===== src/rtl/qsw_pkg.sv =====
package qsw_pkg;
  localparam int LANES = 4;
  localparam int SELW  = 2;
  localparam int IMMW  = LANES * SELW;

  typedef enum logic [1:0] {
    ST_IDLE  = 2'd0,
    ST_READ  = 2'd1,
    ST_WRITE = 2'd2
  } qsw_state_e;
endpackage


===== src/rtl/qsw_bank.sv =====
module qsw_bank #(
  parameter int DW    = 16,
  parameter int DEPTH = 32,
  parameter int AW    = $clog2(DEPTH)
) (
  input  logic          clk,
  input  logic          we,
  input  logic [AW-1:0] waddr,
  input  logic [DW-1:0] wdata,
  input  logic [AW-1:0] raddr,
  output logic [DW-1:0] rdata
);
  logic [DW-1:0] mem [DEPTH];

  always_ff @(posedge clk) begin
    if (we) mem[waddr] <= wdata;
  end

  always_ff @(posedge clk) begin
    rdata <= mem[raddr];
  end
endmodule


===== src/rtl/qsw_xbar.sv =====
module qsw_xbar
  import qsw_pkg::*;
#(
  parameter int DW = 16
) (
  input  logic [1:0]                src_lo,
  input  logic [1:0]                dst_lo,
  input  logic [IMMW-1:0]           sel,
  input  logic [LANES-1:0][DW-1:0]  bank_rd,
  output logic [LANES-1:0][DW-1:0]  bank_wr
);
  logic [LANES-1:0][DW-1:0] held;
  logic [LANES-1:0][DW-1:0] lane_out;

  for (genvar j = 0; j < LANES; j++) begin : g_lane
    logic [1:0] src_bank;
    logic [1:0] pick;
    assign src_bank    = src_lo + 2'(j);
    assign held[j]     = bank_rd[src_bank];
    assign pick        = sel[SELW*j +: SELW];
    assign lane_out[j] = held[pick];
  end

  for (genvar b = 0; b < LANES; b++) begin : g_bank
    logic [1:0] lane;
    assign lane       = 2'(b) - dst_lo;
    assign bank_wr[b] = lane_out[lane];
  end
endmodule


===== src/rtl/qsw_ctrl.sv =====
module qsw_ctrl
  import qsw_pkg::*;
#(
  parameter int AW  = 7,
  parameter int VLW = 6
) (
  input  logic            clk,
  input  logic            rst,
  input  logic            start,
  input  logic [AW-1:0]   rd,
  input  logic [AW-1:0]   rs1,
  input  logic [IMMW-1:0] imm,
  input  logic [VLW-1:0]  vl,
  output logic            busy,
  output logic            rd_phase,
  output logic            wr_phase,
  output logic [AW-1:0]   src_base,
  output logic [AW-1:0]   dst_base,
  output logic [IMMW-1:0] imm_q,
  output logic            done
);
  qsw_state_e           state;
  logic [VLW-1:0]       grp;
  logic [VLW-1:0]       vl_q;
  logic [AW-1:0]        rs1_q, rd_q, off_q;
  logic [VLW-1:0]       grp_nxt;

  assign grp_nxt  = grp + 1'b1;
  assign busy     = (state != ST_IDLE);
  assign rd_phase = (state == ST_READ);
  assign wr_phase = (state == ST_WRITE);
  assign src_base = rs1_q + off_q;
  assign dst_base = rd_q + off_q;

  always_ff @(posedge clk) begin
    if (rst) begin
      state <= ST_IDLE;
      grp   <= '0;
      vl_q  <= '0;
      rs1_q <= '0;
      rd_q  <= '0;
      off_q <= '0;
      imm_q <= '0;
      done  <= 1'b0;
    end else begin
      done <= 1'b0;
      unique case (state)
        ST_IDLE: if (start) begin
          rs1_q <= rs1;
          rd_q  <= rd;
          imm_q <= imm;
          vl_q  <= vl;
          grp   <= '0;
          off_q <= '0;
          if (vl == '0) done  <= 1'b1;
          else          state <= ST_READ;
        end
        ST_READ: state <= ST_WRITE;
        ST_WRITE: begin
          grp   <= grp_nxt;
          off_q <= off_q + AW'(LANES);
          if (grp_nxt == vl_q) begin
            state <= ST_IDLE;
            done  <= 1'b1;
          end else begin
            state <= ST_READ;
          end
        end
        default: state <= ST_IDLE;
      endcase
    end
  end


  done_pulse_chk: assert property (@(posedge clk) disable iff (rst)
    done |=> !done);


  read_then_write_chk: assert property (@(posedge clk) disable iff (rst)
    rd_phase |=> wr_phase);


  write_after_read_chk: assert property (@(posedge clk) disable iff (rst)
    wr_phase |-> $past(rd_phase));


  zero_len_done_chk: assert property (@(posedge clk) disable iff (rst)
    (start && !busy && vl == '0) |=> (done && !busy));


  hold_fields_chk: assert property (@(posedge clk) disable iff (rst)
    busy |=> ($stable(imm_q) && $stable(vl_q) && $stable(rs1_q) && $stable(rd_q)));
endmodule


===== src/rtl/quad_swizzle.sv =====
module quad_swizzle
  import qsw_pkg::*;
#(
  parameter int DW   = 16,
  parameter int NENT = 128,
  parameter int VLW  = 6
) (
  input  logic                    clk,
  input  logic                    rst,
  input  logic                    start,
  input  logic [$clog2(NENT)-1:0] rd,
  input  logic [$clog2(NENT)-1:0] rs1,
  input  logic [7:0]              imm,
  input  logic [VLW-1:0]          vl,
  output logic                    done,
  input  logic                    pre_we,
  input  logic [$clog2(NENT)-1:0] pre_addr,
  input  logic [DW-1:0]           pre_data,
  input  logic [$clog2(NENT)-1:0] insp_addr,
  output logic [DW-1:0]           insp_data
);
  localparam int AW     = $clog2(NENT);
  localparam int BDEPTH = NENT / LANES;
  localparam int RW     = AW - 2;

  logic                    busy, rd_phase, wr_phase;
  logic [AW-1:0]           src_base, dst_base;
  logic [IMMW-1:0]         imm_q;
  logic [LANES-1:0][DW-1:0] bank_rd, bank_wr;
  logic [1:0]              insp_sel_q;

  qsw_ctrl #(.AW(AW), .VLW(VLW)) u_ctrl (
    .clk      (clk),
    .rst      (rst),
    .start    (start),
    .rd       (rd),
    .rs1      (rs1),
    .imm      (imm),
    .vl       (vl),
    .busy     (busy),
    .rd_phase (rd_phase),
    .wr_phase (wr_phase),
    .src_base (src_base),
    .dst_base (dst_base),
    .imm_q    (imm_q),
    .done     (done)
  );

  qsw_xbar #(.DW(DW)) u_xbar (
    .src_lo  (src_base[1:0]),
    .dst_lo  (dst_base[1:0]),
    .sel     (imm_q),
    .bank_rd (bank_rd),
    .bank_wr (bank_wr)
  );

  for (genvar b = 0; b < LANES; b++) begin : g_bank
    logic [1:0]    src_lane, dst_lane;
    logic [AW-1:0] src_idx, dst_idx;
    logic          we;
    logic [RW-1:0] waddr, raddr;
    logic [DW-1:0] wdata;

    assign src_lane = 2'(b) - src_base[1:0];
    assign dst_lane = 2'(b) - dst_base[1:0];
    assign src_idx  = src_base + {{(AW-2){1'b0}}, src_lane};
    assign dst_idx  = dst_base + {{(AW-2){1'b0}}, dst_lane};

    assign we    = wr_phase || (!busy && pre_we && pre_addr[1:0] == 2'(b));
    assign waddr = wr_phase ? dst_idx[AW-1:2] : pre_addr[AW-1:2];
    assign wdata = wr_phase ? bank_wr[b] : pre_data;
    assign raddr = busy ? src_idx[AW-1:2] : insp_addr[AW-1:2];

    qsw_bank #(.DW(DW), .DEPTH(BDEPTH), .AW(RW)) u_bank (
      .clk   (clk),
      .we    (we),
      .waddr (waddr),
      .wdata (wdata),
      .raddr (raddr),
      .rdata (bank_rd[b])
    );
  end

  always_ff @(posedge clk) begin
    if (rst) insp_sel_q <= '0;
    else     insp_sel_q <= insp_addr[1:0];
  end

  assign insp_data = bank_rd[insp_sel_q];
endmodule


===== config.mk =====
export PLATFORM = sky130hd
export DESIGN_NAME = quad_swizzle
export DESIGN_NICKNAME = d
export VERILOG_FILES = /design/src/rtl/qsw_pkg.sv /design/src/rtl/qsw_bank.sv /design/src/rtl/qsw_xbar.sv /design/src/rtl/qsw_ctrl.sv /design/src/rtl/quad_swizzle.sv
export SDC_FILE = /design/constraint.sdc
export NUM_CORES = 2
export LEC_CHECK = 0
export BUFFER_PORTS_ARGS = -buffer_cell sky130_fd_sc_hd__buf_4
export CORE_MARGIN = 5
export CORE_UTILIZATION = 55
export CTS_BUF_LIST = sky130_fd_sc_hd__clkbuf_4
export DETAILED_ROUTE_END_ITERATION = 6
export GPL_TIMING_DRIVEN = 0
export PLACE_DENSITY_LB_ADDON = 0.3
export SYNTH_ARGS = -nofsm -noshare
export SYNTH_HDL_FRONTEND = slang
export SYNTH_SLANG_ARGS = --single-unit

===== constraint.sdc =====
create_clock -name clk -period 5.24 [get_ports clk]
set_input_delay 1.048 -clock clk [delete_from_list [all_inputs] [get_ports clk]]
set_output_delay 1.048 -clock clk [all_outputs]
set_load 0.02 [all_outputs]

# == Yosys cells after proc, flatten, opt, wreduce, memory -nomap -nowiden ==
# Memory sizes are Yosys's and may differ from the RTL's. A register that Yosys moved wholly into a read port is not among the register bits.
# Cells that the tools add are included.
# totals
regBits,46
ram_bits,2048
input_bits,62
output_inout_bits,17
word_cells,133
n_memories,4
# classes
add_sub_neg,23
order_cmp,13
eq_ne,8
muxes,58
reduce_logical,18
# mem_list
name,words,width,read_ports,rd_ports_with_merged_regs,write_ports,line_no,source
g_bank[0].u_bank.mem,32,16,1,1,1,qsw_bank.sv:13,logic [DW-1:0] mem [DEPTH];
g_bank[1].u_bank.mem,32,16,1,1,1,qsw_bank.sv:13,
g_bank[2].u_bank.mem,32,16,1,1,1,qsw_bank.sv:13,
g_bank[3].u_bank.mem,32,16,1,1,1,qsw_bank.sv:13,
# op_table
cell,n
16-bit binary-select mux with 2-bit select,13
16-bit two-way mux,17
7-bit by 2-bit adder with 7-bit output,8
5-bit two-way mux,8
2-bit by 3-bit less-than comparator with 1-bit output (second input constant),13
7-bit adder,2
7-bit case mux with 2 select lines,1
1-bit two-way mux,12
6-bit case mux with 2 select lines,1
1-bit by 2-bit subtractor with 2-bit output (first input constant),4
2-bit subtractor (first input constant),4
7-bit by 3-bit adder with 7-bit output (second input constant),1
7-bit two-way mux,1
6-bit by 1-bit adder with 6-bit output (second input constant),1
2-bit equality test (second input constant),3
6-bit equality test,1
6-bit zero test,1
6-bit two-way mux,1
2-bit case mux with 3 select lines,1
2-bit AND reduction,3
1-bit logical AND,5
2-bit adder (second input constant),2
2-bit by 1-bit equality test with 1-bit output (second input constant),2
2-bit zero test,2
7 further kinds,13

# == Longest topological paths before layout ==
# logic_depth
word_depth,9
mapped_depth,14
ltp_nobuf,9

# == Cells and area by module ==
# Synthesis repeated with hierarchy kept, for this count alone.
# hier_totals
hier_cells,5393
hier_area_um2,90256.6
# by_module_without_submodules
module,instances,cells_each,area_each_um2,seq_area_each_um2
qsw_bank,4,1143,20535.9,15695.1
qsw_xbar,1,229,4050.1,0.0
qsw_ctrl,1,258,2038.2,840.8
quad_swizzle,1,334,2024.4,40.0

# == Worst setup path after synthesis ==
# Ideal clock, no wire load.
# synth_path
path_kind,register to register
startpoint,register u_ctrl.rs1_q[0]
endpoint,memory g_bank[3].u_bank.mem[0][7] (data pin)
setup_time_ps,615
t_arrival_ps,4774
required_ps,4625
path_slack_ps,-149
stages_incl_launch_ff,11
n_path_buf,4
synth_period_minus_slack_ps,5389
path_cell_list,dfxtp_1 -> buf_1 -> clkbuf_1 -> inv_1 -> ha_1 -> buf_2 -> buf_2 -> mux4_2 -> mux4_2 -> mux2i_1 -> o311ai_0
# synth_via
elab_chain_len,9
word_cells_on_any_way,23
classes_between,add/sub (4); mux (19)
# synth_lines
element,line_no,source
start: declaration,qsw_ctrl.sv:25,"logic [AW-1:0] rs1_q, rd_q, off_q;"
start signal: assignment,qsw_ctrl.sv:49,rs1_q <= rs1;
7-bit adder *,qsw_ctrl.sv:32,assign src_base = rs1_q + off_q;
2-bit by 1-bit adder with 2-bit output or 2-bit adder (tied branches),qsw_xbar.sv:18,assign src_bank = src_lo + 2'(j);
16-bit binary-select mux with 2-bit select,qsw_xbar.sv:19,assign held[j] = bank_rd[src_bank];
16-bit two-way mux (implied by the code),qsw_xbar.sv:19,
16-bit binary-select mux with 2-bit select,qsw_xbar.sv:21,assign lane_out[j] = held[pick];
16-bit two-way mux (implied by the code),qsw_xbar.sv:21,
16-bit binary-select mux with 2-bit select *,qsw_xbar.sv:27,assign bank_wr[b] = lane_out[lane];
16-bit two-way mux (implied by the code) *,qsw_xbar.sv:27,
16-bit two-way mux *,quad_swizzle.sv:71,assign wdata = wr_phase ? bank_wr[b] : pre_data;
via g_bank[3].u_bank.wdata[7],qsw_bank.sv:9,"input logic [DW-1:0] wdata,"
end: declaration,qsw_bank.sv:13,
# Mark *: on every way through the listed nets, which the timed path passes. The rest lies on a longest branch. The select of a mux whose other input is x is not followed.

# == Final worst setup path ==
# layout_path
startpoint,register u_ctrl.rd_q[1]
endpoint,memory g_bank[0].u_bank.mem[4][6] (enable)
# layout_via
elab_chain_len,4
# layout_lines
element,line_no,source
start: declaration,qsw_ctrl.sv:25,
start signal: assignment,qsw_ctrl.sv:50,rd_q <= rd;
7-bit adder *,qsw_ctrl.sv:33,assign dst_base = rd_q + off_q;
1-bit by 2-bit subtractor with 2-bit output,quad_swizzle.sv:65,assign dst_lane = 2'(b) - dst_base[1:0];
7-bit by 2-bit adder with 7-bit output *,quad_swizzle.sv:67,"assign dst_idx = dst_base + {{(AW-2){1'b0}}, dst_lane};"
5-bit two-way mux *,quad_swizzle.sv:70,assign waddr = wr_phase ? dst_idx[AW-1:2] : pre_addr[AW-1:2];
end: declaration,qsw_bank.sv:13,
# Every way passes the cells marked *; elsewhere a longest branch is shown, timed or not.

==> key figures <==
Synth
  – Sequential area share after synthesis: 0.6957
  – Adder and majority gate portion of the synthesized area: 0.002872
  – Post-synth ARST share: 0
  – Post-Synth Simple-Gate Area: 0.09469
  – Syn_nets: 6256
  – Cell Area, Synth: between 90000 and 100000 um^2
  – Post-Synth XOR/XNOR Area: 0.004882
  – Synth Warn #: 0
  – Commonest register cell after synthesis: edfxtp_1
  – Complex-gate fraction of the synthesized area: 0.07765
  – Post-synth top area share: 0.6721
  – FF+latch count, synth: 2156
  – Cells after synthesis: roughly 6200
  – Top cells by area, synth: edfxtp_1 67%, mux4_2 6.7%, nand2_1 4.8%
  – Yosys top cell by area: edfxtp_1
  – Largest family of logic cells by synthesized area: multiplexers
  – Number of distinct library cells after synthesis: around 70
  – Avg Cell Area, Syn: between 10 and 15 um^2
  – Post-synthesis mux area share: 0.1021
  – Number of enable flip-flop cells after synthesis: around 2000

Global routing
  – Vias in the first global route: between 60000 and 70000
  – GR Overflow Total: 0
  – Global Route Usage Sum: 0.3106
  – Antenna violations before repair: 14
  – First-pass GRT wire length: just under 400000 um
  – Largest net degree at the start of global routing: 27

Drt
  – DR pass1 iterations: 7
  – Total number of vias: roughly 61000
  – Initial DRC Count: slightly below 8000
  – Final wirelength: approximately 270000 um
  – Drt via density: around 6.4
  – DR DRC count: 6
  – Routed len/inst: around 29 um
  – Post-route ant nets: 0

STA
  – Tmin final: approximately 5.4 ns
  – Tcrit/Tclk final: 1.025
  – Setup WS post-layout: -0.1285 ns
  – Fin. Hold Viols: 0
  – Sum Neg Setup Slack: -3.238 ns
  – Endpoints failing setup: between 40 and 50
  – Worst slew margin: 0.05105
  – Pins over their slew limit: 0
  – Layout Skew: between 0.1 and 0.15 ns
  – Worst slew pin tran: around 1.4 ns
  – Unrepaired setup endpoints after global routing: yes
  – Max frequency: about 190 MHz

Setup path
  – Largest stage delay on the critical path: a little over 0.9 ns
  – Reg2Reg Depth: 11
  – Crit path top cell by count: clkbuf_1
  – Crit path required time: about 6.3 ns
  – Critical Path Start Type: flop
  – Worst path arrival time: 6.43 ns
  – Crit path cell chain: clkbuf_1, inv_1, clkbuf_1, clkbuf_1, ha_1, xnor2_1, a21oi_1, nor2b_1, nand2_1, nor3_2, buf_6
  – R2r setup slk: -0.13 ns
  – CP Class: flop to flop
  – Slowest cell on the critical path: nor3_2
  – Crit-path max FO: 10
  – Setup crit end kind: flop

Clocking
  – Clk buf depth: 4
  – CTS Buf Count: 557
  – TritonCTS clock tree: yes
  – Htree depth: 6
  – Reg clk slew, reported paths: 0.06 ns
  – Skew-Pair Late Insertion Delay: 1.42 ns
  – Clock root cell: clkbuf_4
  – CTS Sinks: roughly 2200

Run status
  – Failing checks: DRC, setup timing
  – Status: complete, but fails checks

Placement
  – Final HPWL DP: ~200000 um
  – Placer congestion estimate: slightly above 1
  – Port bufs: slightly below 80

Run
  – Max-cap violation count: 0

Pwr
  – Peak VDD IR: roughly 0.36 mV
  – P_leak: about 36 nW
  – Pwr/cell area: 386.7 nW/um^2
  – Total power: roughly 0.041 W

Cells and area
  – Layout area overhead: 15.75%
  – Commonest non-fill, non-tap cells in the layout: 2048 x edfxtp_1, 1179 x nand2_1, 800 x clkbuf_4
  – Reg area: about 64000 um^2
  – Fill cells: 11950
  – Final nets: approximately 7100
  – Layout cells sized above 1: 0.2452
  – Commonest non-fill, non-tap cell in the layout: edfxtp_1
  – Area occupied by multi-input gates: 27280 um^2

Floorplan
  – Die footprint: roughly 170000 um^2
  – # rows: between 100 and 150
  – DIE HEIGHT: approximately 420 um
  – Core footprint: approximately 170000 um^2
  – Die W: 417.9 um
  – Starting Density: 0.5540
  – Boundary Pins: 79

Worst hold path
  – Hold path depth: 2
  – Hold Crit Class: primary input to flop
## worst max-delay path: cells and delay by family, from the launching register on
family          cells  cell delay (ns)
flops               1             0.40
simple gates        3             2.21
buf+inv             5             1.84
xor+xnor            1             0.08
fa+ha+maj           1             0.33
compound gates      1             0.19
## cell type report
class,instances,share of cell area
Antenna cell,7,0.0001654
Buffer,462,0.01903
Clock buffer,799,0.05663
Clock inverter,136,0.007277
Inverter,6,0.0002126
Multi-Input combinational cell,3549,0.2576
Sequential cell,2156,0.6011
Tap cell,2189,0.02586
Timing Repair Buffer,295,0.03218
## worst paths after layout
path                                                   from                                    to
worst max-delay path            u_ctrl.rd_q[1]$_SDFFE_PP0P_  g_bank[0].u_bank.mem[4][6]$_DFFE_PP_
worst min-delay path                                    rst          u_ctrl.off_q[6]$_SDFFE_PP0P_
worst max register to register  u_ctrl.rd_q[1]$_SDFFE_PP0P_  g_bank[0].u_bank.mem[4][6]$_DFFE_PP_
worst min register to register  u_ctrl.vl_q[1]$_SDFFE_PP0P_           u_ctrl.vl_q[1]$_SDFFE_PP0P_
## repair_timing
action,in CTS,in global routing
endpoints found under the setup margin,1267,202
endpoints found under the hold margin,33,0
buffers inserted,0,0
hold buffers,33,0
gates resized for setup,5,8
## routing by layer
metal,vias up,part of all wire,GRT usage
li1,26230,-,-
met1,30290,0.36,0.3974
met2,3853,0.46,0.4838
met3,795,0.11,0.07918
met4,8,0.067,0.1860
met5,-,0.00019,0
## stage by stage
stage | setup WS (ns) | util | instances | hold slack, ns | cell area [um^2]
2_1_floorplan | -0.1468 | - | 6173 | 0.4400 | 91500
3_3_place_gp | -6.241 | 0.5741 | 8439 | 0.4600 | 94820
3_5_place_dp | -0.4695 | 0.5971 | 8618 | 0.4700 | 98620
4_1_cts | 0.01118 | 0.6401 | 9586 | 0.02249 | 105700
5_1_grt | -0.2018 | 0.6412 | 9597 | 0.09631 | 105900
6_report | -0.1285 | 0.6412 | 9599 | 0.1644 | 105900
## flip-flops by register name, indices dropped and copies added, names as in the netlist
register and count:
u_ctrl.state 2, u_ctrl.grp 6, g_bank.u_bank.mem 2048, u_ctrl.done 1
u_ctrl.vl_q 6, insp_sel_q 2, u_ctrl.imm_q 8, u_ctrl.rs1_q 7
u_ctrl.off_q 5, g_bank.u_bank.rdata 64, u_ctrl.rd_q 7
## synth_stat cells (5+ instances only)
cell / count
a211o_1: 65
inv_1: 6
xnor3_1: 5
nand4_1: 5
buf_2: 114
a21o_1: 23
mux2_2: 96
xnor2_1: 21
a21oi_1: 97
a32o_1: 33
buf_1: 51
xor2_1: 14
nand3_1: 287
and4_1: 16
ha_1: 21
a211oi_1: 308
clkbuf_1: 268
o211ai_1: 103
and2_1: 22
nor3b_1: 6
mux4_2: 272
nor2b_1: 70
nor2_1: 114
edfxtp_1: 2048
and3_1: 147
o311ai_0: 32
nand3b_1: 19
nand2_1: 1179
o311ai_1: 32
a311oi_1: 96
o21ai_1: 9
a31oi_1: 101
buf_4: 25
nor3_1: 70
o21ai_0: 16
mux2i_1: 213
nand2b_1: 7
dfxtp_1: 108
## power by group
group / leakage (nW) / internal, W / switching [W]
Sequential: 19.3 / 0.0193 / 0.000319
Combinational: 12.4 / 0.00248 / 0.00470
Clock: 4.05 / 0.00742 / 0.00668
Total: 35.8 / 0.0293 / 0.0117
## logic make-up after synthesis
logic type	Yosys count
flops	2156
simple gates	1960
compound gates	946
mux	581
buf+inv	468
xor+xnor	41
fa+ha+maj	21
Note: power is estimated with default switching activity, not from simulation.
